[src/rtl/luma_nr_pkg.sv]
package luma_nr_pkg;

    localparam int PIX_W  = 8;
    localparam int GAIN_W = 4;
    localparam int OFF_W  = 4;
    localparam int IDX_W  = OFF_W;
    localparam int DET_W  = PIX_W + 2;
    localparam int PROD_W = DET_W + GAIN_W + 1;
    localparam int SUM_W  = PROD_W + 1;

    localparam logic [IDX_W-1:0] MASK_NARROW = IDX_W'((1 << (IDX_W - 1)) - 1);
    localparam logic [IDX_W-1:0] MASK_WIDE   = IDX_W'((1 << IDX_W) - 1);
    localparam logic signed [SUM_W-1:0] SAT_HI = SUM_W'((1 << PIX_W) - 1);

    typedef enum logic {
        MODE_DENOISE = 1'b0,
        MODE_SHARPEN = 1'b1
    } nr_mode_e;

    typedef struct packed {
        logic              blk16;
        logic [OFF_W-1:0]  offset;
        nr_mode_e          mode;
        logic [PIX_W-1:0]  thresh;
        logic [GAIN_W-1:0] data_gain;
        logic [GAIN_W-1:0] border_gain;
    } nr_cfg_t;

    typedef struct packed {
        logic [PIX_W-1:0]        x;
        logic signed [DET_W-1:0] detail;
        logic                    border;
    } nr_pix_t;

    function automatic logic [PIX_W-1:0] f_lowpass(
        input logic [PIX_W-1:0] a,
        input logic [PIX_W-1:0] b,
        input logic [PIX_W-1:0] c
    );
        logic [PIX_W+1:0] s;
        s = {2'b00, a} + {1'b0, b, 1'b0} + {2'b00, c};
        return s[PIX_W+1:2];
    endfunction

    function automatic logic signed [DET_W-1:0] f_detail(
        input logic [PIX_W-1:0] x,
        input logic [PIX_W-1:0] lp
    );
        return $signed({2'b00, x}) - $signed({2'b00, lp});
    endfunction

    function automatic logic [DET_W-1:0] f_mag(input logic signed [DET_W-1:0] d);
        logic signed [DET_W-1:0] n;
        n = -d;
        return d[DET_W-1] ? n : d;
    endfunction

    function automatic logic [PIX_W-1:0] f_clamp(input logic signed [SUM_W-1:0] s);
        if (s < 0)
            return '0;
        else if (s > SAT_HI)
            return '1;
        else
            return s[PIX_W-1:0];
    endfunction

endpackage

[src/rtl/luma_nr_pace.sv]
module luma_nr_pace
    import luma_nr_pkg::*;
(
    input  logic             clk,
    input  logic             rst,
    input  logic             line_start,
    input  logic             in_valid,
    input  logic             blk16,
    input  logic [OFF_W-1:0] offset,
    output logic             accept,
    output logic [IDX_W-1:0] pix_idx,
    output logic             border
);

    logic             phase;
    logic [IDX_W-1:0] grid_pos;
    logic [IDX_W-1:0] grid_mask;

    // Two valid clocks per pixel; index steps after the second one.
    always_ff @(posedge clk) begin
        if (rst || line_start) begin
            phase   <= 1'b0;
            pix_idx <= '0;
        end else if (in_valid) begin
            phase <= ~phase;
            if (phase)
                pix_idx <= pix_idx + 1'b1;
        end
    end

    assign accept    = in_valid && !line_start && !phase;
    assign grid_mask = blk16 ? MASK_WIDE : MASK_NARROW;

    always_comb begin
        grid_pos = (pix_idx - offset) & grid_mask;
        border   = (grid_pos == '0) || (grid_pos == grid_mask);
    end

endmodule

[src/rtl/luma_nr_hist.sv]
module luma_nr_hist
    import luma_nr_pkg::*;
(
    input  logic                    clk,
    input  logic                    rst,
    input  logic                    line_start,
    input  logic                    accept,
    input  logic [PIX_W-1:0]        x,
    output logic signed [DET_W-1:0] detail
);

    logic [PIX_W-1:0] prev1;
    logic [PIX_W-1:0] prev2;
    logic             first;
    logic [PIX_W-1:0] tap_a;
    logic [PIX_W-1:0] tap_b;
    logic [PIX_W-1:0] smooth;

    always_ff @(posedge clk) begin
        if (rst || line_start) begin
            first <= 1'b1;
            prev1 <= '0;
            prev2 <= '0;
        end else if (accept) begin
            first <= 1'b0;
            prev1 <= x;
            prev2 <= first ? x : prev1;
        end
    end

    // Edge replication at the start of a line.
    always_comb begin
        tap_a  = first ? x : prev2;
        tap_b  = first ? x : prev1;
        smooth = f_lowpass(tap_a, tap_b, x);
        detail = f_detail(x, smooth);
    end

endmodule

[src/rtl/luma_nr_shape.sv]
module luma_nr_shape
    import luma_nr_pkg::*;
(
    input  nr_pix_t          pix,
    input  nr_cfg_t          cfg,
    output logic [PIX_W-1:0] y
);

    logic [GAIN_W-1:0]        gain;
    logic [DET_W-1:0]         mag;
    logic                     apply;
    logic signed [PROD_W-1:0] prod;
    logic signed [PROD_W-1:0] corr;
    logic signed [SUM_W-1:0]  base;
    logic signed [SUM_W-1:0]  corr_ext;
    logic signed [SUM_W-1:0]  total;

    always_comb begin
        gain = pix.border ? cfg.border_gain : cfg.data_gain;
        mag  = f_mag(pix.detail);

        unique case (cfg.mode)
            MODE_DENOISE: apply = mag < {2'b00, cfg.thresh};
            MODE_SHARPEN: apply = mag > {2'b00, cfg.thresh};
            default:      apply = 1'b0;
        endcase

        prod     = $signed({1'b0, gain}) * pix.detail;
        corr     = prod >>> GAIN_W;
        base     = $signed({{(SUM_W-PIX_W){1'b0}}, pix.x});
        corr_ext = {{(SUM_W-PROD_W){corr[PROD_W-1]}}, corr};

        if (!apply)
            total = base;
        else if (cfg.mode == MODE_SHARPEN)
            total = base + corr_ext;
        else
            total = base - corr_ext;

        y = f_clamp(total);
    end

endmodule

[src/rtl/luma_block_nr.sv]
module luma_block_nr
    import luma_nr_pkg::*;
(
    input  logic              clk,
    input  logic              rst,
    input  logic              line_start,
    input  logic              in_valid,
    input  logic [PIX_W-1:0]  in_luma,
    input  logic              cfg_blk16,
    input  logic [OFF_W-1:0]  cfg_offset,
    input  logic              cfg_mode,
    input  logic [PIX_W-1:0]  cfg_thresh,
    input  logic [GAIN_W-1:0] cfg_data_gain,
    input  logic [GAIN_W-1:0] cfg_border_gain,
    output logic              out_valid,
    output logic [PIX_W-1:0]  out_luma
);

    nr_cfg_t                 cfg;
    nr_pix_t                 pix;
    logic                    accept;
    logic [IDX_W-1:0]        pix_idx;
    logic                    border;
    logic signed [DET_W-1:0] detail;
    logic [PIX_W-1:0]        shaped;

    always_comb begin
        cfg.blk16       = cfg_blk16;
        cfg.offset      = cfg_offset;
        cfg.mode        = nr_mode_e'(cfg_mode);
        cfg.thresh      = cfg_thresh;
        cfg.data_gain   = cfg_data_gain;
        cfg.border_gain = cfg_border_gain;
    end

    luma_nr_pace u_pace (
        .clk        (clk),
        .rst        (rst),
        .line_start (line_start),
        .in_valid   (in_valid),
        .blk16      (cfg.blk16),
        .offset     (cfg.offset),
        .accept     (accept),
        .pix_idx    (pix_idx),
        .border     (border)
    );

    luma_nr_hist u_hist (
        .clk        (clk),
        .rst        (rst),
        .line_start (line_start),
        .accept     (accept),
        .x          (in_luma),
        .detail     (detail)
    );

    always_comb begin
        pix.x      = in_luma;
        pix.detail = detail;
        pix.border = border;
    end

    luma_nr_shape u_shape (
        .pix (pix),
        .cfg (cfg),
        .y   (shaped)
    );

    always_ff @(posedge clk) begin
        if (rst) begin
            out_valid <= 1'b0;
            out_luma  <= '0;
        end else begin
            out_valid <= accept;
            if (accept)
                out_luma <= shaped;
        end
    end

endmodule

[config.mk]
export PLATFORM = sky130hd
export DESIGN_NAME = luma_block_nr
export DESIGN_NICKNAME = d
export VERILOG_FILES = /design/src/rtl/luma_nr_pkg.sv /design/src/rtl/luma_nr_pace.sv /design/src/rtl/luma_nr_hist.sv /design/src/rtl/luma_nr_shape.sv /design/src/rtl/luma_block_nr.sv
export SDC_FILE = /design/constraint.sdc
export NUM_CORES = 1
export LEC_CHECK = 0
export ABC_AREA = 0
export BUFFER_PORTS_ARGS = -buffer_cell sky130_fd_sc_hd__buf_2
export CORE_MARGIN = 2
export CORE_UTILIZATION = 67
export DETAILED_ROUTE_END_ITERATION = 8
export GPL_TIMING_DRIVEN = 1
export PLACE_DENSITY_LB_ADDON = 0.15
export SLEW_MARGIN = 25
export SYNTH_ARGS = -nofsm -noshare
export SYNTH_HDL_FRONTEND = slang
export SYNTH_SLANG_ARGS = --single-unit
[constraint.sdc]
create_clock -name clk -period 16.9 [get_ports clk]
set_clock_uncertainty 0.15 [all_clocks]
set_input_delay 2.535 -clock clk [delete_from_list [all_inputs] [get_ports clk]]
set_output_delay 2.535 -clock clk [all_outputs]
set_load 0.02 [all_outputs]
==> impl_metrics.csv <==
group,metric,value,unit
outcome,status,"finished, final reports clean",
floorplanning,die_h,90.05,um
cells_and_area,nets,789,
synthesis,postSynth.asyncResetShare,0,%
setup_path,max_stage_delay,0.62,ns
synthesis,synthMuxAreaShare,2.295,%
routing,vias_per_cell,5.962,
global_route,grt_overflow,0,
synthesis,ys_types,65,
placed_design,io_buffers,42,
placed_design,place_area,5245,um2
timing,hold_viol_final,0,
global_route,grt_busiest_layer,"met2",
setup_path,cp-end-kind,"register",
clocking,cts_tree,"built",
cells_and_area,design_area,5349,um2
synthesis,synth-compound-area-share,20.15,%
setup_path,worstSetupStartpointType,"input pin",
timing,relSlewSlack,31.78,%
setup_path,critPathLaunch,"in_luma[1]",
global_route,grt_max_degree,25,
floorplanning,die_width,90.05,um
routing,wire_per_inst,16.13,um
synthesis,synth_seq_area_share,12.51,%
timing,rsz0062_at_grt,"false",
timing,min_period,11.55,ns
synthesis,ys.flop_type,"dfxtp_1",
global_route,gr-usage-met2,55.70,%
synthesis,ys_ff_latch,31,
global_route,gr-usage-met3,2.598,%
cells_and_area,antenna_cells,0,
setup_path,reg2reg_to,"out_luma[1]$_SDFFE_PP0P_",
synthesis,syn-cell-area,4961,um2
cells_and_area,area_delta_synth_final,7.818,%
cells_and_area,drive_above_1_share,12.03,%
synthesis,syn_nets,755,
placed_design,dp.cells,756,
floorplanning,ios,43,
placed_design,place.detailed.hpwl,9.753,mm
timing,slew_violations,0,
synthesis,synth_top_area_share,15.64,%
setup_path,critPathMaxFanout,11,
clocking,cts-buffers-inserted,5,
timing,finalSetupViolations,0,
clocking,cts_post_setup_buffers_inserted,0,
global_route,grt_pass1_wl,20.93,mm
setup_path,r2r_setup_slack,6.92,ns
synthesis,synthXorXnorAreaFrac,9.180,%
synthesis,avgSynthCellArea,7.875,um2
setup_path,timing.rr.start,"u_hist.first$_SDFFE_PP1P_",
floorplanning,start_util,68.77,%
global_route,grt_use_met1,40.64,%
setup_path,ff2ff_path_depth,32,
setup_path,critical_path_arrival,11.57,ns
synthesis,synth-edff-count,0,
clocking,cts_root_buf,"clkbuf_8",
setup_path,critPathKind,"in -> reg",
placed_design,place_congestion,0.9401,
clocking,cts.htree.levels,2,
cells_and_area,final_cell_mix,"inv_1 (77), ha_1 (62), nand2_1 (57), nor2_1 (57), a21oi_1 (56)",
global_route,grt_pass1_vias,4561,
routing,drt-initial-drc-count,185,
routing,vias,4555,
setup_path,cp_slowest_cell,"fa_1",
synthesis,synthCells,630,
routing,first_pass_iters,5,
cells_and_area,final_common_cell,"inv_1",
clocking,clk_path_buf_depth,2,
global_route,antenna_found_initial,0,
setup_path,crit_end,"out_luma[1]$_SDFFE_PP0P_",
timing,tightest_slew,1.023,ns
timing,min_period_over_period,68.36,%
setup_path,cp.required,16.92,ns
timing,tns,0,ns
job,drv_cap,0,
clocking,path_clk_slew,0.07,ns
synthesis,synth_top_cell_by_area,"ha_1",
cells_and_area,n_fill_cell,599,
floorplanning,fp.coreArea,7214,um2
timing,max_freq,86.55,MHz
routing,drt-total-wl,12.32,mm
clocking,cts_sinks,31,
cells_and_area,final_cells,764,
routing,antenna_left,0,
clocking,cts_resized,0,
global_route,grt_use_total,31.03,%
floorplanning,row_count,31,
clocking,insertion_delay,0.28,ns
synthesis,synth.area.top_cells,"ha_1 (16%), dfxtp_1 (13%), fa_1 (12%)",
clocking,postCtsHoldBufs,0,
floorplanning,die-area,8109,um2
synthesis,yosysWarnings,0,
synthesis,synth_top_family_by_area,"adder cells",
routing,drcViolationCount,0,
hold_path,whs_path_depth,2,
synthesis,synthAdderAreaFrac,27.34,%
synthesis,yosys.area_share.simple,21.31,%
hold_path,hp-class,"reg -> reg",
metrics by stage:
step / hold slack (ns) / util [%] / setup slack, ns
5_1_grt: 0.3254 / 74.14 / 4.714
4_1_cts: 0.3065 / 74.14 / 5.478
3_5_place_dp: 0.2976 / 72.70 / 5.277
6_report: 0.3076 / 74.14 / 5.346
3_3_place_gp: 0.2911 / 72.70 / 5.434
2_1_floorplan: 0.2838 / - / 6.500
per-layer routing:
layer | vias up | part of all wire, %
met5 | - | 0
met4 | 0 | 1.6
met3 | 19 | 5.5
met2 | 149 | 48
met1 | 2142 | 45
li1 | 2245 | -
cells by family after synthesis:
family,Yosys count
XOR/XNOR,44
AND/OR/NAND/NOR,211
flip-flops,31
AO/OA/AOI/OAI,147
adder cells (fa/ha/maj),91
multiplexers,11
buffers and inverters,95
cells in the mapped netlist (15+ instances only):
| cell type | n |
|---|---|
| a21oi_1 | 56 |
| o21ai_0 | 25 |
| ha_1 | 62 |
| xnor2_1 | 25 |
| dfxtp_1 | 31 |
| nand2_1 | 57 |
| inv_1 | 77 |
| nor4_1 | 15 |
| fa_1 | 29 |
| nor2_1 | 57 |
| clkbuf_1 | 15 |
| a21o_1 | 16 |
state kept, by name, summed over array words and instances, names as in the netlist:
signal	count
u_hist.prev2	8
out_valid	1
u_pace.pix_idx	4
u_hist.first	1
u_hist.prev1	8
u_pace.phase	1
out_luma	8
final cells by class:
cell class	count	area [um2]	share of cell area, %
clock buffer	7	96.34	1.801
clock inverter	1	7.507	0.1404
inverter	78	292.8	5.474
multi-input combinational	504	3983	74.46
sequential	31	620.6	11.60
tap	99	123.9	2.316
timing repair buffer	44	225.2	4.211
how the worst min path moves through the flow:
stage / start / end
after global routing: u_hist.prev1[1]$_SDFFE_PP0P_ / u_hist.prev1[1]$_SDFFE_PP0P_
after floorplan: u_hist.prev1[0]$_SDFFE_PP0P_ / u_hist.prev1[0]$_SDFFE_PP0P_
after global placement: u_hist.prev1[2]$_SDFFE_PP0P_ / u_hist.prev1[2]$_SDFFE_PP0P_
after detailed placement: u_hist.prev2[4]$_SDFFE_PP0P_ / u_hist.prev2[4]$_SDFFE_PP0P_
final: u_hist.prev2[4]$_SDFFE_PP0P_ / u_hist.prev2[4]$_SDFFE_PP0P_
after CTS: u_hist.prev2[4]$_SDFFE_PP0P_ / u_hist.prev2[4]$_SDFFE_PP0P_
critical path: cells and delay by family:
family / cells / cell delay (ns)
and+or+nand+nor: 8 / 1.48
xor gates and xnor gates: 1 / 0.10
buffers and inverters: 6 / 0.59
muxes: 1 / 0.18
adders and majority gates: 8 / 3.24
AOI/OAI and AO/OA: 14 / 3.46
Power is not shown: default switching activity piles up to over one toggle a cycle in this logic, so the estimate is an artifact.
